$ cat config.mk
export PLATFORM = sky130hd
export DESIGN_NAME = tdm_tx_group
export DESIGN_NICKNAME = d
export VERILOG_FILES = /design/src/rtl/tdm_tx_pkg.sv /design/src/rtl/tdm_slot_timer.sv /design/src/rtl/tdm_link_tx.sv /design/src/rtl/tdm_or_stage.sv /design/src/rtl/tdm_tx_group.sv
export SDC_FILE = /design/constraint.sdc
export NUM_CORES = 1
export LEC_CHECK = 0
export BUFFER_PORTS_ARGS = -buffer_cell sky130_fd_sc_hd__buf_2
export CAP_MARGIN = 5
export CORE_ASPECT_RATIO = 0.75
export CORE_UTILIZATION = 51
export DETAILED_ROUTE_END_ITERATION = 16
export HOLD_SLACK_MARGIN = 0.03
export PLACE_DENSITY = 0.79
export SLEW_MARGIN = 15
export SYNTH_ARGS = -nofsm -noshare
export SYNTH_HDL_FRONTEND = slang
export SYNTH_HIERARCHICAL = 1
export SYNTH_SLANG_ARGS = --single-unit
$ cat constraint.sdc
create_clock -name clk -period 4 [get_ports clk]
set_input_delay 0.4 -clock clk [delete_from_list [all_inputs] [get_ports clk]]
set_output_delay 0.4 -clock clk [all_outputs]
set_load 0.01 [all_outputs]
$ cat src/rtl/tdm_tx_pkg.sv
package tdm_tx_pkg;

  typedef enum logic [1:0] {
    GRP_SINGLE = 2'd0,
    GRP_PAIR   = 2'd1,
    GRP_QUAD   = 2'd2,
    GRP_QUAD_B = 2'd3
  } grp_mode_e;

  localparam int LINKS_PER_QUAD = 4;
  localparam int CLK_PER_BIT    = 2;

  function automatic logic maps_meet(input logic [63:0] a, input logic [63:0] b);
    return |(a & b);
  endfunction

endpackage

$ cat src/rtl/tdm_slot_timer.sv
module tdm_slot_timer #(
  parameter int SLOTS  = 32,
  parameter int BYTE_W = 8
) (
  input  logic                        clk,
  input  logic                        rst,
  input  logic                        fsync_n,
  output logic                        act,
  output logic [$clog2(SLOTS)-1:0]    nxt_slot,
  output logic [$clog2(BYTE_W):0]     nxt_sub,
  output logic [$clog2(BYTE_W)-1:0]   bit_idx,
  output logic                        sync_seen
);
  localparam int SUB_W  = $clog2(BYTE_W) + 1;
  localparam int SLOT_W = $clog2(SLOTS);
  localparam int CNT_W  = SLOT_W + SUB_W;

  logic [CNT_W-1:0] cnt_q;
  logic [CNT_W-1:0] cnt_nxt;

  // frame sync forces the count to the frame start, otherwise it wraps freely
  assign cnt_nxt  = fsync_n ? (cnt_q + CNT_W'(1)) : '0;
  assign act      = sync_seen | ~fsync_n;
  assign nxt_slot = cnt_nxt[CNT_W-1:SUB_W];
  assign nxt_sub  = cnt_nxt[SUB_W-1:0];
  assign bit_idx  = cnt_q[SUB_W-1:1];

  always_ff @(posedge clk) begin
    if (rst) begin
      cnt_q     <= '0;
      sync_seen <= 1'b0;
    end else begin
      if (act) cnt_q <= cnt_nxt;
      if (!fsync_n) sync_seen <= 1'b1;
    end
  end
endmodule

$ cat src/rtl/tdm_link_tx.sv
module tdm_link_tx #(
  parameter int SLOTS  = 32,
  parameter int BYTE_W = 8
) (
  input  logic                        clk,
  input  logic                        rst,
  input  logic                        act,
  input  logic [$clog2(SLOTS)-1:0]    nxt_slot,
  input  logic [$clog2(BYTE_W):0]     nxt_sub,
  input  logic [$clog2(BYTE_W)-1:0]   bit_idx,
  input  logic [SLOTS-1:0]            slot_map,
  input  logic [BYTE_W-1:0]           din,
  input  logic                        din_vld,
  output logic                        byte_req,
  output logic                        bit_out,
  output logic                        underrun
);
  localparam int SUB_W  = $clog2(BYTE_W) + 1;
  localparam int SLOT_W = $clog2(SLOTS);
  localparam int BIT_W  = $clog2(BYTE_W);
  localparam logic [SUB_W-1:0] REQ_PT = SUB_W'(2 * BYTE_W - 2);

  logic [BYTE_W-1:0] hold_q;
  logic              have_q;
  logic [BYTE_W-1:0] cur_q;
  logic [SLOT_W-1:0] ahead_slot;
  logic              req_due;
  logic              load_due;
  logic              load_own;
  logic [BIT_W-1:0]  sel;

  assign ahead_slot = nxt_slot + SLOT_W'(1);
  assign req_due    = act && (nxt_sub == REQ_PT) && slot_map[ahead_slot];
  assign load_due   = act && (nxt_sub == '0);
  assign load_own   = load_due && slot_map[nxt_slot];
  assign sel        = BIT_W'(BYTE_W - 1) - bit_idx;

  always_ff @(posedge clk) begin
    if (rst) begin
      hold_q   <= '0;
      have_q   <= 1'b0;
      cur_q    <= '0;
      byte_req <= 1'b0;
      bit_out  <= 1'b0;
      underrun <= 1'b0;
    end else begin
      byte_req <= req_due;
      bit_out  <= cur_q[sel];
      if (load_own) begin
        have_q <= 1'b0;
        if (din_vld)     cur_q <= din;
        else if (have_q) cur_q <= hold_q;
        else begin
          cur_q    <= '1;
          underrun <= 1'b1;
        end
      end else begin
        if (load_due) cur_q <= '0;
        if (din_vld) begin
          hold_q <= din;
          have_q <= 1'b1;
        end
      end
    end
  end
endmodule

$ cat src/rtl/tdm_or_stage.sv
module tdm_or_stage
  import tdm_tx_pkg::*;
#(
  parameter int NUM_LINKS = 4,
  parameter int SLOTS     = 32
) (
  input  logic                       clk,
  input  logic                       rst,
  input  logic [1:0]                 grp_mode,
  input  logic [NUM_LINKS-1:0]       link_bits,
  input  logic [NUM_LINKS*SLOTS-1:0] slot_map,
  output logic [NUM_LINKS-1:0]       ser_out,
  output logic [NUM_LINKS-1:0]       clash
);
  localparam int QUADS = NUM_LINKS / LINKS_PER_QUAD;

  grp_mode_e mode;
  assign mode = grp_mode_e'(grp_mode);

  for (genvar q = 0; q < QUADS; q++) begin : g_quad
    logic [3:0]       b;
    logic [63:0]      m [4];
    logic [3:0]       o_pair, o_quad, c_pair, c_quad;
    logic [3:0]       out_q, clash_q;

    assign b = link_bits[LINKS_PER_QUAD*q +: LINKS_PER_QUAD];
    for (genvar l = 0; l < 4; l++) begin : g_map
      assign m[l] = 64'(slot_map[SLOTS*(LINKS_PER_QUAD*q+l) +: SLOTS]);
    end

    always_comb begin
      o_pair = {1'b0, b[3] | b[2], 1'b0, b[1] | b[0]};
      o_quad = {3'b000, |b};
      c_pair = {1'b0, maps_meet(m[2], m[3]), 1'b0, maps_meet(m[0], m[1])};
      c_quad = {3'b000,
                maps_meet(m[0], m[1]) | maps_meet(m[0], m[2]) |
                maps_meet(m[0], m[3]) | maps_meet(m[1], m[2]) |
                maps_meet(m[1], m[3]) | maps_meet(m[2], m[3])};
    end

    always_ff @(posedge clk) begin
      if (rst) begin
        out_q   <= '0;
        clash_q <= '0;
      end else begin
        case (mode)
          GRP_SINGLE: begin
            out_q   <= b;
            clash_q <= '0;
          end
          GRP_PAIR: begin
            out_q   <= o_pair;
            clash_q <= c_pair;
          end
          default: begin
            out_q   <= o_quad;
            clash_q <= c_quad;
          end
        endcase
      end
    end

    assign ser_out[LINKS_PER_QUAD*q +: LINKS_PER_QUAD] = out_q;
    assign clash[LINKS_PER_QUAD*q +: LINKS_PER_QUAD]   = clash_q;
  end
endmodule

$ cat src/rtl/tdm_tx_group.sv
module tdm_tx_group #(
  parameter int NUM_LINKS = 4,
  parameter int SLOTS     = 32,
  parameter int BYTE_W    = 8
) (
  input  logic                        clk,
  input  logic                        rst,
  input  logic                        fsync_n,
  input  logic [1:0]                  grp_mode,
  input  logic [NUM_LINKS*SLOTS-1:0]  slot_map,
  input  logic [NUM_LINKS*BYTE_W-1:0] din,
  input  logic [NUM_LINKS-1:0]        din_vld,
  output logic [NUM_LINKS-1:0]        byte_req,
  output logic [NUM_LINKS-1:0]        underrun,
  output logic [NUM_LINKS-1:0]        ser_out,
  output logic [NUM_LINKS-1:0]        clash
);
  localparam int SLOT_W = $clog2(SLOTS);
  localparam int BIT_W  = $clog2(BYTE_W);
  localparam int SUB_W  = BIT_W + 1;

  logic                 act;
  logic [SLOT_W-1:0]    nxt_slot;
  logic [SUB_W-1:0]     nxt_sub;
  logic [BIT_W-1:0]     bit_idx;
  logic                 sync_seen;
  logic [NUM_LINKS-1:0] link_bits;

  tdm_slot_timer #(.SLOTS(SLOTS), .BYTE_W(BYTE_W)) u_timer (
    .clk      (clk),
    .rst      (rst),
    .fsync_n  (fsync_n),
    .act      (act),
    .nxt_slot (nxt_slot),
    .nxt_sub  (nxt_sub),
    .bit_idx  (bit_idx),
    .sync_seen(sync_seen)
  );

  for (genvar k = 0; k < NUM_LINKS; k++) begin : g_link
    tdm_link_tx #(.SLOTS(SLOTS), .BYTE_W(BYTE_W)) u_link (
      .clk     (clk),
      .rst     (rst),
      .act     (act),
      .nxt_slot(nxt_slot),
      .nxt_sub (nxt_sub),
      .bit_idx (bit_idx),
      .slot_map(slot_map[SLOTS*k +: SLOTS]),
      .din     (din[BYTE_W*k +: BYTE_W]),
      .din_vld (din_vld[k]),
      .byte_req(byte_req[k]),
      .bit_out (link_bits[k]),
      .underrun(underrun[k])
    );
  end

  tdm_or_stage #(.NUM_LINKS(NUM_LINKS), .SLOTS(SLOTS)) u_merge (
    .clk      (clk),
    .rst      (rst),
    .grp_mode (grp_mode),
    .link_bits(link_bits),
    .slot_map (slot_map),
    .ser_out  (ser_out),
    .clash    (clash)
  );
endmodule

Word-level counts from Yosys, hierarchy flattened
Index checks and enable logic that the tools add are counted.
{ "word_totals": {"output_inout_bits": 16, "input_bits": 169, "memories": 0, "word_cells": 138, "latchBits": 0, "romBits": 0, "mem_bits_rw": 0, "ff_bits": 98} }
{ "classes": {"order_cmp": 3, "n_reduce_logical": 35, "bitwise": 27, "n_mul": 0, "add_sub_neg": 3, "n_shift": 0, "n_div": 0, "muxes": 40, "n_eq_ne": 2} }
{ "ops": {"columns": ["cell", "n"], "rows": [
  ["$reduce_or A64 Y1", 6],
  ["$and A32 B32 Y32", 6],
  ["$mux W8", 13],
  ["$bmux W1 S5", 8],
  ["$not A1 Y1", 13],
  ["$bmux W1 S3", 4],
  ["$lt A5 B6 Y1 const B", 2],
  ["$mux W1", 12],
  ["$reduce_and A3 Y1", 4],
  ["$logic_and A1 B1 Y1", 10],
  ["$add A9 B1 Y9 const B", 1],
  ["$mux W9", 1],
  ["$or A1 B1 Y1", 8],
  ["$pmux W4 S2", 1],
  ["$reduce_and A2 Y1", 4],
  ["$reduce_bool A2 Y1", 4],
  ["$reduce_or A2 Y1", 4],
  ["$pmux W3 S2", 1],
  ["$add A5 B1 Y5 const B", 1],
  ["$eq A4 B4 Y1 const B", 1],
  ["$logic_not A4 Y1", 1],
  ["$lt A3 B4 Y1 const B", 1],
  ["$reduce_or A4 Y1", 1],
  ["$sub A3 B3 Y3 const A", 1],
  ["other kinds (2)", 2]
]} }

Logic depth before layout (Yosys ltp)
{ "logic_depth": {"depth_word": 8, "mapped_depth": 12, "depth_no_buf": 9} }

Hierarchy
Netlist, hierarchy kept.
{ "by_module_without_submodules": {"columns": ["mod", "area_each_um2", "instances", "seq_area_each_um2", "cells_per_inst"], "rows": [
  ["tdm_link_tx", 1757.9, 4, 400.4, 172],
  ["tdm_or_stage", 1071.0, 1, 120.1, 146],
  ["tdm_slot_timer", 618.1, 1, 200.2, 78]
]} }

Least setup slack after synthesis
Ideal clock, no wire load.
{ "synth_path": {"path_type": "register to register", "start": "register u_timer.cnt_q[3]", "end": "register g_link[0].u_link.underrun", "stages_incl_launch_ff": 10, "arrival_ps": 3681, "setup_slack_ps": 202, "setup_ps": 117, "n_path_buf": 2, "synth_period_minus_slack_ps": 3798, "t_required_ps": 3883, "path_cell_list": "dfxtp_1 -> buf_4 -> nand4_1 -> or3_1 -> a21boi_1 -> nand2b_1 -> o22ai_4 -> buf_6 -> nor3_2 -> a22o_1"} }
{ "synth_between": {"elab_chain_len": 6, "elab_cells_between_ends": 8, "cone_classes": "add/sub: 1; mux: 3; reduce/logical: 4"} }
{ "synth_lines": {"columns": ["item", "line_no", "rtl"], "rows": [
  ["from (decl)", "tdm_slot_timer.sv:18", "logic [CNT_W-1:0] cnt_q;"],
  ["from (signal assigned)", "tdm_slot_timer.sv:33", "if (act) cnt_q <= cnt_nxt;"],
  ["$add A9 B1 Y9", "tdm_slot_timer.sv:22", "assign cnt_nxt = fsync_n ? (cnt_q + CNT_W'(1)) : '0;"],
  ["$mux W9", "tdm_slot_timer.sv:22", null],
  ["net nxt_slot[3]", "tdm_tx_group.sv:23", "logic [SLOT_W-1:0] nxt_slot;"],
  ["$bmux W1 S5", "tdm_link_tx.sv:35", "assign load_own = load_due && slot_map[nxt_slot];"],
  ["$mux W1 (implied by the code)", "tdm_link_tx.sv:35", null],
  ["$logic_and A1 B1 Y1", "tdm_link_tx.sv:35", null],
  ["$reduce_and A3 Y1 (no source line)", null, null],
  ["to (signal assigned)", "tdm_link_tx.sv:45", "underrun <= 1'b0;"],
  ["to (signal assigned)", "tdm_link_tx.sv:55", "underrun <= 1'b1;"],
  ["to (decl)", "tdm_link_tx.sv:16", "output logic underrun"]
]} }
The timed path passes the listed nets, and every way through them passes these cells. The select of a mux whose other input is x is not followed.
A chain may end at the register's enable or synchronous reset.

Final worst setup path
{ "layout_path": {"start": "register u_timer.cnt_q[1]", "end": "register g_link[3].u_link.byte_req"} }
{ "layout_between": {"elab_chain_len": 6, "elab_cells_between_ends": 8, "cone_classes": "add/sub: 2; eq/ne: 1; mux: 3; reduce/logical: 2"} }
{ "layout_lines": {"columns": ["item", "line_no", "rtl"], "rows": [
  ["$add A9 B1 Y9", "tdm_slot_timer.sv:22", null],
  ["$mux W9", "tdm_slot_timer.sv:22", null],
  ["net nxt_slot[0]", "tdm_tx_group.sv:23", null],
  ["$add A5 B1 Y5", "tdm_link_tx.sv:32", "assign ahead_slot = nxt_slot + SLOT_W'(1);"],
  ["$bmux W1 S5", "tdm_link_tx.sv:33", "assign req_due = act && (nxt_sub == REQ_PT) && slot_map[ahead_slot];"],
  ["$mux W1 (implied by the code)", "tdm_link_tx.sv:33", null],
  ["$logic_and A1 B1 Y1", "tdm_link_tx.sv:33", null],
  ["to (signal assigned)", "tdm_link_tx.sv:47", "byte_req <= req_due;"],
  ["to (decl)", "tdm_link_tx.sv:14", "output logic byte_req,"]
]} }
The timed path passes the listed nets, and every way through them passes these cells. The select of a mux whose other input is x is not followed.

==> results.py <==
metrics = {
    "synthesis": {
        "ys_types": 51,
        "syn_avg_cell_area_sq_um": 9.56,
        "ys_warn_count": 6,
        "seq_area_frac_synth_pct": 22.0,
        "synthesis.instances": 912,
        "netlist_top_cells_area": "dfxtp_1 (22%), mux4_2 (12%), mux4_1 (9.6%), a22oi_1 (4.2%), a22o_1 (4.1%)",
        "synth_top_cell_area_share_pct": 22.0,
        "async_reset_ff_share_pct": 0,
        "ys.flop_type": "dfxtp_1",
        "synth_area_sq_um": 8720,
        "ys_seq_elements": 96,
        "synth-edff-count": 0,
        "synth_top_area_cell": "dfxtp_1",
    },
    "run_status": {
        "status": "completed",
    },
    "setup_path": {
        "critPathLaunchType": "register",
        "worstPathMaxFanout": 14,
        "worstReg2RegStart": "u_timer/cnt_q[1]$_SDFFE_PP0P_",
        "reg2reg_slack_ns": 0.22,
        "worstRegToRegCells": 10,
        "r2r_end": "g_link[3].u_link/byte_req$_SDFF_PP0_",
        "end_kind": "register",
        "criticalPathCategory": "reg -> reg",
        "cp_data_required_time_ns": 4.23,
        "cp.arrival_ns": 4.01,
    },
    "die": {
        "io_pins": 185,
        "chipWidth_um": 153,
        "coreArea_sq_um": 16800,
        "die_height_um": 115,
        "die_area_sq_um": 17600,
        "initial_core_util_pct": 52.0,
        "rows": 41,
    },
    "cts": {
        "cts.clk_slew.worst_paths_ns": 0.08,
        "cts-root-buf": "clkbuf_16",
        "cts_tree": "done",
        "htreeDepth": 3,
        "clkSinkCount": 96,
        "post_cts_resize_count": 0,
        "postCtsSetupBuffers": 0,
        "numCtsBuffers": 9,
        "clock_latency_ns": 0.35,
        "clockBufferDepth": 2,
        "hold_buffers": 0,
    },
    "routing": {
        "firstDrtPassIters": 5,
        "drcViolationCount": 0,
        "vias_per_cell": 7.28,
        "post_drt_wl_per_cell_um": 28.8,
        "drt-total-wl_um": 36800,
        "drt_iter0_drc": 1410,
        "vias": 9323,
        "ant_nets": 0,
    },
    "grt": {
        "grt_pass1_wl_um": 53400,
        "overflow": 0,
        "antenna_found_initial": 4,
        "track_usage_pct": 41.4,
        "first_global_vias": 8361,
        "grt_start_max_net_pins": 68,
    },
    "layout": {
        "final_cell_mix": "buf_2 (181), dfxtp_1 (96), nand2_1 (67)",
        "layout.nets": 1232,
        "layout-drive-gt1-share_pct": 31.2,
        "n_fill_cell": 1396,
        "syn2layout_area_growth_pct": 14.5,
        "layout_commonest_cell": "buf_2",
        "final_util_pct": 59.5,
    },
    "sta": {
        "fin_worst_skew_ns": 0.0139,
        "hold_violations": 0,
        "period_share_pct": 94.4,
        "final.setup.worst_slack_ns": 0.222,
        "setup_tns_ns": 0,
        "slew_viol_final": 0,
        "rsz0062_at_grt": "false",
        "tightest_slew_ns": 1.12,
        "period_minus_slack_ns": 3.78,
        "relSlewSlack_pct": 24.3,
        "hold_ws_ns": 0.316,
        "fmaxAchievable_mhz": 265,
        "finalSetupViolCount": 0,
    },
    "min_path": {
        "min-delay-start": "grp_mode[1]",
        "whs_endpoint": "u_merge/ser_out[2]$_SDFF_PP0_",
        "hold_path_depth": 2,
        "hold_class": "in -> reg",
    },
    "placed_design": {
        "place_ws_ns": 0.249,
        "dpl.hpwl_um": 27700,
        "gp_congestion": 1.03,
        "portBuffers": 182,
    },
    "job": {
        "drv_cap": 0,
    },
    "power": {
        "ir_drop_uv": 199,
        "p_leak_nw": 3.72,
        "total_power_w": 0.00259,
        "cellPowerDensity_nw_per_um2": 260,
    },
}
flip-flops by register name, indices dropped and copies added (netlist names):
name	cells
u_timer/cnt_q	9
g_link.u_link/byte_req	4
g_link.u_link/have_q	4
u_merge/clash	2
g_link.u_link/hold_q	32
u_merge/ser_out	4
g_link.u_link/bit_out	4
g_link.u_link/underrun	4
u_timer/sync_seen	1
g_link.u_link/cur_q	32
final cells by class:
cell class              count  area [sq um]  area share (%)
multi-input cells         742          6360            63.7
flip-flops and latches     96          1920            19.3
repair buffers            203          1100            11.0
well taps                 215           269            2.69
clock buffers               9           225            2.26
clock inverters             7          81.3           0.815
inverters                   6          22.5           0.226
diodes                      2          5.00          0.0501
power breakdown:
part           internal (W)  total (W)  switching [W]
clock network      0.000448   0.000894       0.000446
registers           0.00101    0.00105      0.0000409
logic              0.000251   0.000649       0.000398
total               0.00171    0.00259       0.000885
worst max-delay path: stages, from the launching register on:
cell and delay (ns):
dfxtp_1 0.39, ha_1 0.33, nand3_1 0.18, xnor2_1 0.31
and2_4 0.39, buf_4 0.25, ha_1 0.41, mux4_1 0.62
mux4_2 0.46, mux2i_1 0.24, nor3_1 0.09
worst max-delay path by stage:
stage | start | end | slack, ns | cells after the start
final | u_timer/cnt_q[1]$_SDFFE_PP0P_ | g_link[3].u_link/byte_req$_SDFF_PP0_ | 0.22 | 10
after global routing | u_timer/cnt_q[1]$_SDFFE_PP0P_ | g_link[3].u_link/byte_req$_SDFF_PP0_ | 0.01 | 10
after CTS | u_timer/cnt_q[1]$_SDFFE_PP0P_ | g_link[3].u_link/byte_req$_SDFF_PP0_ | 0.24 | 10
after detailed placement | u_timer/cnt_q[1]$_SDFFE_PP0P_ | g_link[3].u_link/byte_req$_SDFF_PP0_ | 0.25 | 10
after global placement | u_timer/cnt_q[1]$_SDFFE_PP0P_ | g_link[3].u_link/byte_req$_SDFF_PP0_ | 0.36 | 10
after floorplan | u_timer/cnt_q[3]$_SDFFE_PP0P_ | g_link[0].u_link/underrun$_SDFFE_PP0P_ | 0.20 | 9
cells in the mapped netlist, types with 8 or more instances:
cell type and number:
buf_4 8, nor3b_1 32, mux4_1 32, mux2i_1 9, nor3_1 11, o21ai_1 38, nand2b_1 13, xor2_1 10
buf_6 16, or4_2 12, a21oi_1 40, clkbuf_1 34, a221oi_1 9, nor3_2 8, or4_1 24, nor2b_1 30
nor2_1 50, nand4_1 28, mux4_2 48, a22o_1 41, o21ai_0 54, mux2_2 12, nand2_1 67, dfxtp_1 96
xnor2_1 8, or3_1 8, a22oi_1 49, nand3_1 46
logic make-up (layout without fill, tap and decap cells):
family	Yosys count	in the layout	synth area share, %
compound gates	251	251	19.9
xor+xnor	18	18	1.81
fa+ha+maj	5	5	0.717
buf+inv	76	225	5.51
flops	96	96	22.0
mux	105	105	25.3
other cells	1	4	0.0430
simple gates	360	361	24.7
metal layers:
| metal | track usage [%] | up-vias | share of wire [%] |
|---|---|---|---|
| met5 | 0 | - | 0.060 |
| met4 | 16.0 | 4 | 3.5 |
| met3 | 15.0 | 114 | 14 |
| met2 | 59.0 | 750 | 42 |
| met1 | 57.2 | 4508 | 41 |
| li1 | - | 3947 | - |
stage by stage:
step	area (sq um)	cells
final	9980	1280
after global routing	9980	1278
after CTS	9970	1277
after detailed placement	9660	1261
after global placement	9660	1261
after floorplan	8720	913
(Power assumes the default switching activity.)
